<file path="src/rtl/ensm_pkg.sv">
package ensm_pkg;
  localparam int STATE_W = 3;

  typedef enum logic [STATE_W-1:0] {
    ST_SLEEP = 3'd0,
    ST_WAIT  = 3'd1,
    ST_ALERT = 3'd2,
    ST_TX    = 3'd3,
    ST_RX    = 3'd4,
    ST_FDD   = 3'd5
  } ensm_state_e;

  typedef struct packed {
    logic bbclk;
    logic synth_tx;
    logic synth_rx;
    logic tx_chain;
    logic rx_chain;
  } ensm_en_t;

  function automatic logic is_active(ensm_state_e s);
    return (s == ST_TX) || (s == ST_RX) || (s == ST_FDD);
  endfunction
endpackage

</file>
<file path="src/rtl/ensm_sync.sv">
module ensm_sync #(
  parameter int WIDTH  = 3,
  parameter int STAGES = 2
) (
  input  logic             clk,
  input  logic             rst_n,
  input  logic [WIDTH-1:0] d_async,
  output logic [WIDTH-1:0] q_sync
);
  logic [WIDTH-1:0] chain [STAGES];

  for (genvar g = 0; g < STAGES; g++) begin : g_stage
    if (g == 0) begin : g_first
      always_ff @(posedge clk or negedge rst_n)
        if (!rst_n) chain[g] <= '0;
        else        chain[g] <= d_async;
    end else begin : g_next
      always_ff @(posedge clk or negedge rst_n)
        if (!rst_n) chain[g] <= '0;
        else        chain[g] <= chain[g-1];
    end
  end

  assign q_sync = chain[STAGES-1];
endmodule

</file>
<file path="src/rtl/ensm_edge.sv">
module ensm_edge #(
  parameter int WIDTH = 3
) (
  input  logic             clk,
  input  logic             rst_n,
  input  logic [WIDTH-1:0] lvl,
  output logic [WIDTH-1:0] rise,
  output logic [WIDTH-1:0] fall
);
  logic [WIDTH-1:0] prev;

  always_ff @(posedge clk or negedge rst_n)
    if (!rst_n) prev <= '0;
    else        prev <= lvl;

  assign rise = lvl & ~prev;
  assign fall = ~lvl & prev;
endmodule

</file>
<file path="src/rtl/ensm_next.sv">
module ensm_next
  import ensm_pkg::*;
(
  input  ensm_state_e cur,
  input  logic        cmd_evt,
  input  ensm_state_e cmd_req,
  input  logic        pin_ctrl,
  input  logic        fdd,
  input  logic        level_mode,
  input  logic        remap,
  input  logic        en_s,
  input  logic        txn_s,
  input  logic        en_rise,
  input  logic        en_fall,
  output ensm_state_e nxt
);
  logic cmd_ok;
  logic stop_evt;

  always_comb begin
    cmd_ok = 1'b0;
    unique case (cur)
      ST_SLEEP: cmd_ok = (cmd_req == ST_WAIT);
      ST_WAIT:  cmd_ok = (cmd_req == ST_SLEEP) || (cmd_req == ST_ALERT);
      ST_ALERT: cmd_ok = (cmd_req == ST_WAIT) ||
                         (!pin_ctrl && !fdd && ((cmd_req == ST_TX) || (cmd_req == ST_RX))) ||
                         (!pin_ctrl && fdd && (cmd_req == ST_FDD));
      ST_TX, ST_RX, ST_FDD: cmd_ok = !pin_ctrl && (cmd_req == ST_ALERT);
      default:  cmd_ok = 1'b0;
    endcase
  end

  assign stop_evt = level_mode ? en_fall : en_rise;

  always_comb begin
    nxt = cur;
    if (cmd_evt && cmd_ok) begin
      nxt = cmd_req;
    end else if (pin_ctrl) begin
      if (fdd && remap) begin
        if (cur == ST_ALERT && (en_s || txn_s))          nxt = ST_FDD;
        else if (cur == ST_FDD && !en_s && !txn_s)        nxt = ST_ALERT;
      end else begin
        if (cur == ST_ALERT && en_rise)
          nxt = fdd ? ST_FDD : (txn_s ? ST_TX : ST_RX);
        else if (is_active(cur) && stop_evt)
          nxt = ST_ALERT;
      end
    end
  end
endmodule

</file>
<file path="src/rtl/ensm_outdec.sv">
module ensm_outdec
  import ensm_pkg::*;
(
  input  ensm_state_e st,
  input  logic        remap_act,
  input  logic        rx_on,
  input  logic        tx_on,
  output ensm_en_t    en
);
  always_comb begin
    en = '0;
    unique case (st)
      ST_SLEEP: en = '0;
      ST_WAIT:  en.bbclk = 1'b1;
      ST_ALERT: begin
        en.bbclk    = 1'b1;
        en.synth_tx = 1'b1;
        en.synth_rx = 1'b1;
      end
      ST_TX: begin
        en.bbclk    = 1'b1;
        en.synth_tx = 1'b1;
        en.tx_chain = 1'b1;
      end
      ST_RX: begin
        en.bbclk    = 1'b1;
        en.synth_rx = 1'b1;
        en.rx_chain = 1'b1;
      end
      ST_FDD: begin
        en.bbclk    = 1'b1;
        en.synth_tx = 1'b1;
        en.synth_rx = 1'b1;
        en.tx_chain = remap_act ? tx_on : 1'b1;
        en.rx_chain = remap_act ? rx_on : 1'b1;
      end
      default: en = '0;
    endcase
  end
endmodule

</file>
<file path="src/rtl/trx_enable_fsm.sv">
module trx_enable_fsm
  import ensm_pkg::*;
#(
  parameter int SYNC_STAGES = 2
) (
  input  logic               clk,
  input  logic               rst_n,
  input  logic               cmd_toggle,
  input  logic [STATE_W-1:0] cmd_state,
  input  logic               pin_enable,
  input  logic               pin_txnrx,
  input  logic               pin_ctrl_sel,
  input  logic               fdd_sel,
  input  logic               en_level_sel,
  input  logic               fdd_remap_sel,
  output logic [STATE_W-1:0] state_code,
  output logic               tx_chain_en,
  output logic               rx_chain_en,
  output logic               synth_tx_en,
  output logic               synth_rx_en,
  output logic               bbclk_en
);
  localparam int NSIG  = 3;
  localparam int B_CMD = 0;
  localparam int B_EN  = 1;
  localparam int B_TXN = 2;

  logic [NSIG-1:0] raw_in, synced, rise, fall;
  ensm_state_e     cur_q, nxt;
  ensm_en_t        en;
  logic            cmd_evt;

  assign raw_in = {pin_txnrx, pin_enable, cmd_toggle};

  ensm_sync #(.WIDTH(NSIG), .STAGES(SYNC_STAGES)) u_sync (
    .clk(clk), .rst_n(rst_n), .d_async(raw_in), .q_sync(synced)
  );

  ensm_edge #(.WIDTH(NSIG)) u_edge (
    .clk(clk), .rst_n(rst_n), .lvl(synced), .rise(rise), .fall(fall)
  );

  assign cmd_evt = rise[B_CMD] | fall[B_CMD];

  ensm_next u_next (
    .cur       (cur_q),
    .cmd_evt   (cmd_evt),
    .cmd_req   (ensm_state_e'(cmd_state)),
    .pin_ctrl  (pin_ctrl_sel),
    .fdd       (fdd_sel),
    .level_mode(en_level_sel),
    .remap     (fdd_remap_sel),
    .en_s      (synced[B_EN]),
    .txn_s     (synced[B_TXN]),
    .en_rise   (rise[B_EN]),
    .en_fall   (fall[B_EN]),
    .nxt       (nxt)
  );

  always_ff @(posedge clk or negedge rst_n)
    if (!rst_n) cur_q <= ST_SLEEP;
    else        cur_q <= nxt;

  ensm_outdec u_dec (
    .st       (cur_q),
    .remap_act(pin_ctrl_sel & fdd_sel & fdd_remap_sel),
    .rx_on    (synced[B_EN]),
    .tx_on    (synced[B_TXN]),
    .en       (en)
  );

  assign state_code  = cur_q;
  assign bbclk_en    = en.bbclk;
  assign synth_tx_en = en.synth_tx;
  assign synth_rx_en = en.synth_rx;
  assign tx_chain_en = en.tx_chain;
  assign rx_chain_en = en.rx_chain;
endmodule

</file>
<file path="config.mk">
export PLATFORM = sky130hd
export DESIGN_NAME = trx_enable_fsm
export DESIGN_NICKNAME = d
export VERILOG_FILES = /design/src/rtl/ensm_pkg.sv /design/src/rtl/ensm_sync.sv /design/src/rtl/ensm_edge.sv /design/src/rtl/ensm_next.sv /design/src/rtl/ensm_outdec.sv /design/src/rtl/trx_enable_fsm.sv
export SDC_FILE = /design/constraint.sdc
export NUM_CORES = 1
export LEC_CHECK = 0
export BUFFER_PORTS_ARGS = -buffer_cell sky130_fd_sc_hd__buf_2
export CELL_PAD_IN_SITES_DETAIL_PLACEMENT = 0
export CELL_PAD_IN_SITES_GLOBAL_PLACEMENT = 1
export CORE_MARGIN = 10
export CORE_UTILIZATION = 40
export CTS_BUF_LIST = sky130_fd_sc_hd__clkbuf_2 sky130_fd_sc_hd__clkbuf_4 sky130_fd_sc_hd__clkbuf_8
export DETAILED_ROUTE_END_ITERATION = 8
export GPL_TIMING_DRIVEN = 0
export HOLD_SLACK_MARGIN = 0.15
export PLACE_DENSITY = 0.81
export SLEW_MARGIN = 20
export SYNTH_ARGS = -nofsm -noshare
export SYNTH_HDL_FRONTEND = slang
export SYNTH_SLANG_ARGS = --single-unit
export TNS_END_PERCENT = 30
</file>
<file path="constraint.sdc">
create_clock -name clk -period 4.43 [get_ports clk]
set_clock_uncertainty 0.15 [all_clocks]
set_input_delay 0.6645 -clock clk [delete_from_list [all_inputs] [get_ports clk]]
set_output_delay 0.6645 -clock clk [all_outputs]
set_load 0.01 [all_outputs]
</file>
Word-level counts from Yosys, hierarchy flattened
Cells that the tools add are included.
{ "word_totals": {"reg_bits": 11, "out_inout_bits": 8, "elab_cells": 72} }
{ "op_classes": {"eq_ne": 11, "mux": 18, "n_bitwise": 7, "reduce_logical": 32} }
{ "ops": {"columns": ["cell", "n"], "rows": [
  ["3-bit two-way mux", 9],
  ["3-bit by 2-bit equality test with 1-bit output (second input constant)", 4],
  ["3-bit equality test (second input constant)", 4],
  ["1-bit logical AND", 12],
  ["3-bit OR reduction", 3],
  ["1-bit logical OR", 7],
  ["3-bit by 1-bit equality test with 1-bit output (second input constant)", 2],
  ["3-bit logical NOT", 2],
  ["1-bit two-way mux", 6],
  ["5-bit OR reduction", 1],
  ["2-bit AND", 2],
  ["1-bit logical NOT", 4],
  ["4-bit by 3-bit != test with 1-bit output (second input constant)", 1],
  ["2-bit inverter", 2],
  ["1-bit case mux with 2 select lines", 2],
  ["1-bit case mux with 4 select lines", 1],
  ["4-bit nonzero test", 1],
  ["3-bit AND reduction", 1],
  ["1-bit AND", 2],
  ["2-bit nonzero test", 1],
  ["1-bit bitwise OR", 1]
]} }

Depth between registers and ports, before layout
{ "logic_depth": {"ltp_word": 9, "depth_mapped": 7} }

Modules after synthesis
Synthesis repeated with hierarchy kept, for this count alone.
{ "unflattened": {"cells_unflattened": 85, "hier_area_um2": 798.3} }
{ "modules_own_cells": {"columns": ["mod", "n_inst", "cells_per_inst", "area_per_inst_um2"], "rows": [
  ["ensm_next", 1, 50, 336.6],
  ["ensm_sync", 1, 9, 172.7],
  ["ensm_edge", 1, 9, 127.6],
  ["trx_enable_fsm", 1, 5, 87.6],
  ["ensm_outdec", 1, 12, 73.8]
]} }

Worst setup path before layout
No wires, ideal clock.
{ "synth_path": {"path_kind": "input port to flip-flop", "start": "input port pin_ctrl_sel", "end": "register cur_q[0], in the netlist state_code[0]", "t_arrival_ns": 1.975, "t_required_ns": 4.155, "setup_slack_ns": 2.180, "cell_stages": 6, "path_buffers": 1, "cell_sequence": "buf_6 > or4b_1 > a21oi_1 > a21oi_1 > a21oi_2 > mux2_2"} }
{ "synth_via": {"elab_chain_cells": 9, "elab_cells_between_ends": 15} }
{ "synth_lines": {"columns": ["element", "line_no", "source"], "rows": [
  ["start, declared", "trx_enable_fsm.sv:12", "input logic pin_ctrl_sel,"],
  ["1-bit logical NOT", "ensm_next.sv:26, ensm_next.sv:27, ensm_next.sv:28", null],
  ["1-bit logical AND (2 in a row)", "ensm_next.sv:26", "(!pin_ctrl && !fdd && ((cmd_req == ST_TX) || (cmd_req == ST_RX))) ||"],
  ["1-bit logical OR", "ensm_next.sv:25", "ST_ALERT: cmd_ok = (cmd_req == ST_WAIT) ||"],
  ["1-bit logical OR", "ensm_next.sv:26", null],
  ["1-bit case mux with 4 select lines", "ensm_next.sv:22", "unique case (cur)"],
  ["1-bit logical AND", "ensm_next.sv:37", "if (cmd_evt && cmd_ok) begin"],
  ["4-bit by 3-bit != test with 1-bit output (no source line) (tied with other cells)", null, null],
  ["3-bit AND reduction (no source line)", null, null],
  ["end signal, assigned", "trx_enable_fsm.sv:62", "else cur_q <= nxt;"],
  ["end, declared", "trx_enable_fsm.sv:29", "ensm_state_e cur_q, nxt;"]
]} }
Parallel ways exist; a longest one is shown, timed or not.
A chain may end at the register's enable or synchronous reset.

Worst setup path in the final report
{ "layout_path": {"start": "input port fdd_sel", "end": "output port tx_chain_en"} }
{ "layout_via": {"elab_chain_cells": 4} }
{ "layout_lines": {"columns": ["element", "line_no", "source"], "rows": [
  ["start, declared", "trx_enable_fsm.sv:13", "input logic fdd_sel,"],
  ["1-bit AND (2 in a row)", "trx_enable_fsm.sv:66", ".remap_act(pin_ctrl_sel & fdd_sel & fdd_remap_sel),"],
  ["1-bit two-way mux", "ensm_outdec.sv:34", "en.tx_chain = remap_act ? tx_on : 1'b1;"],
  ["1-bit case mux with 2 select lines", "ensm_outdec.sv:12", "unique case (st)"],
  ["end, declared", "trx_enable_fsm.sv:17", "output logic tx_chain_en,"]
]} }
No other way between the ends.

==> results.cfg <==
[floorplan]
dieArea_um2 = 3920
die_w_um = 62.6
rows = 15
initial_core_util_pct = 42.0
core_um2 = 1730
io_pins = 20
die_h_um = 62.6

[pwr]
peakVddDrop_v = 0.000246
seqPwrFrac_pct = 28.9
leakage_uw = 0.000408
clkPwrFrac_pct = 15.3
power_frac_comb_pct = 55.8
p_per_area_nw_per_um2 = 517
internal-power_uw = 281
p_sw_uw = 177
swShare_pct = 38.6

[routing]
viasPerCell = 5.20
dr_total_vias = 619
routed_wl_um = 1540
antenna_left = 0
post-route-drc-count = 0
drt-initial-drc-count = 11
wl_per_cell_um = 12.9
firstDrtPassIters = 4

[job]
drv_cap = 0

[clock_network]
cts.sinks = 11
post_cts_buffers = 0
clock_path_buffers = 2
h-tree-depth = 1
clock_latency_ns = 0.26
cts_tree = built
cts_root_buf = clkbuf_4
numCtsBuffers = 3
clkTransAtPathRegs_ns = 0.06

[global_routing]
grt_max_degree = 12
gr-usage-all-layers_pct = 8.01
grt_antenna_before_repair = 0
gr-total-overflow = 0
first_global_vias = 572
grt_pass1_wl_um = 2610

[sta]
drv_slew = 0
period_share_pct = 51.9
holdWs_ns = 0.198
worst_slack_ns = 2.13
hold_violations = 0
min_period_ns = 2.30
slew-limit-headroom_pct = 79.9
fmax_ghz = 0.435
rsz0062_at_grt = no
worst_slew_pin_slew_ns = 0.300
tns_ns = 0
setup_viol = 0

[critical_path]
start_kind = primary input
cp-end-kind = primary output
arrival_ns = 1.48
cp_max_fo = 8
crit_required_ns = 3.62
worstSetupPathType = primary input to primary output

[finish]
antenna_cells = 0
final_common_cell = buf_2
area_delta_synth_final_pct = 22.2
final_nets = 107
final_cell_mix = buf_2, dfrtp_1, a31oi_1, o21ai_0
design_area_um2 = 887
n_fill_cell = 174
layout-drive-gt1-share_pct = 42.6

[placement]
placed_area_um2 = 847
dp_hpwl_um = 1260
dp_slack_ns = 2.09
gp_congestion = 0.809
io_buffers = 18

[yosys]
syn-cell-area_um2 = 726
synth_warnings = 0
yosysSeqAreaShare_pct = 37.9
synthArstFlopShare_pct = 100
synthesis.nets = 83
yosys_register_bits = 11
synthFlopType = dfrtp_1
avgSynthCellArea_um2 = 10.2
synth_cell_types = 35
syn_inst = 71
synth-edff-count = 0

[outcome]
outcome = finished clean

[min_path]
hp-class = flop to flop
==> registers in the layout, indices dropped and copies added (netlist names) <==
name / flops
state_code: 3
u_sync.chain: 3
u_sync.q_sync: 3
u_edge.prev: 2
==> cell usage after synthesis, types with 3 or more instances <==
cell	count	area share, %
a21oi_1	3	2.1
a31oi_1	5	4.3
buf_4	4	4.1
dfrtp_1	11	38
mux2_2	3	4.7
nand2_1	3	1.6
o21ai_0	5	3.4
==> critical path: stages <==
cell,delay [ns]
buf_2,0.13
and2_4,0.13
buf_4,0.15
a31oi_1,0.17
o21a_1,0.12
buf_2,0.12
==> power groups by stage <==
stage | Sequential [uW] | Clock [uW] | Combinational (uW)
2_1_floorplan | 139 | 0 | 174
3_3_place_gp | 134 | 0 | 257
3_5_place_dp | 135 | 0 | 258
4_1_cts | 133 | 74.6 | 260
5_1_grt | 136 | 76.8 | 282
6_report | 133 | 70.2 | 256
==> final timing paths <==
kind / from / to / slack (ns) / cells after the start
worst min register to register: u_sync.chain[5] / u_sync.q_sync[2] / 0.20 / 0
max in group asynchronous: rst_n / u_sync.q_sync[2] / 3.31 / 2
worst max-delay path: fdd_sel / tx_chain_en / 2.13 / 6
worst min-delay path: u_sync.chain[5] / u_sync.q_sync[2] / 0.20 / 0
worst max register to register: state_code[0] / state_code[2] / 2.36 / 6
min in group asynchronous: rst_n / state_code[2] / 0.63 / 2
==> cell type report <==
type                            instances  area, um2  share of cell area, %
Multi-Input combinational cell         52        398                   44.9
Sequential cell                        11        275                   31.0
Timing Repair Buffer                   19        100                   11.3
Buffer                                  5       41.3                   4.65
Tap cell                               25       31.3                   3.53
Clock buffer                            4       30.0                   3.39
Inverter                                3       11.3                   1.27
==> cell families (layout without fill, tap and decap cells) <==
group / count (synthesis) / after routing / share of synthesized area [%]
AOI/OAI and AO/OA: 28 / 28 / 29.7
xor gates and xnor gates: 1 / 1 / 1.21
buffers and inverters: 8 / 31 / 7.24
DFF: 11 / 11 / 37.9
muxes: 4 / 4 / 6.03
and+or+nand+nor: 19 / 19 / 17.9
==> stage by stage <==
step	utilization (%)	power, uW	std cells
3_5_place_dp	49.1	393	114
6_report	51.4	459	119
3_3_place_gp	49.1	391	114
5_1_grt	51.4	495	119
4_1_cts	51.4	467	119
2_1_floorplan	-	314	71
==> metal layers <==
layer | global-route usage (%) | routed length (um) | up-vias
met3 | 1.79 | 61 | 4
met5 | 0 | 0 | -
li1 | - | - | 317
met2 | 12.3 | 749 | 13
met4 | 5.87 | 27 | 0
met1 | 9.52 | 701 | 285
==> timing repair <==
action / 4_1_cts / 5_1_grt
hold endpoints to repair: 11 / 0
setup endpoints to repair: 0 / 0
hold buffers: 1 / 0
resized for setup: 0 / 0
Note: power is estimated with default switching activity, not from simulation.
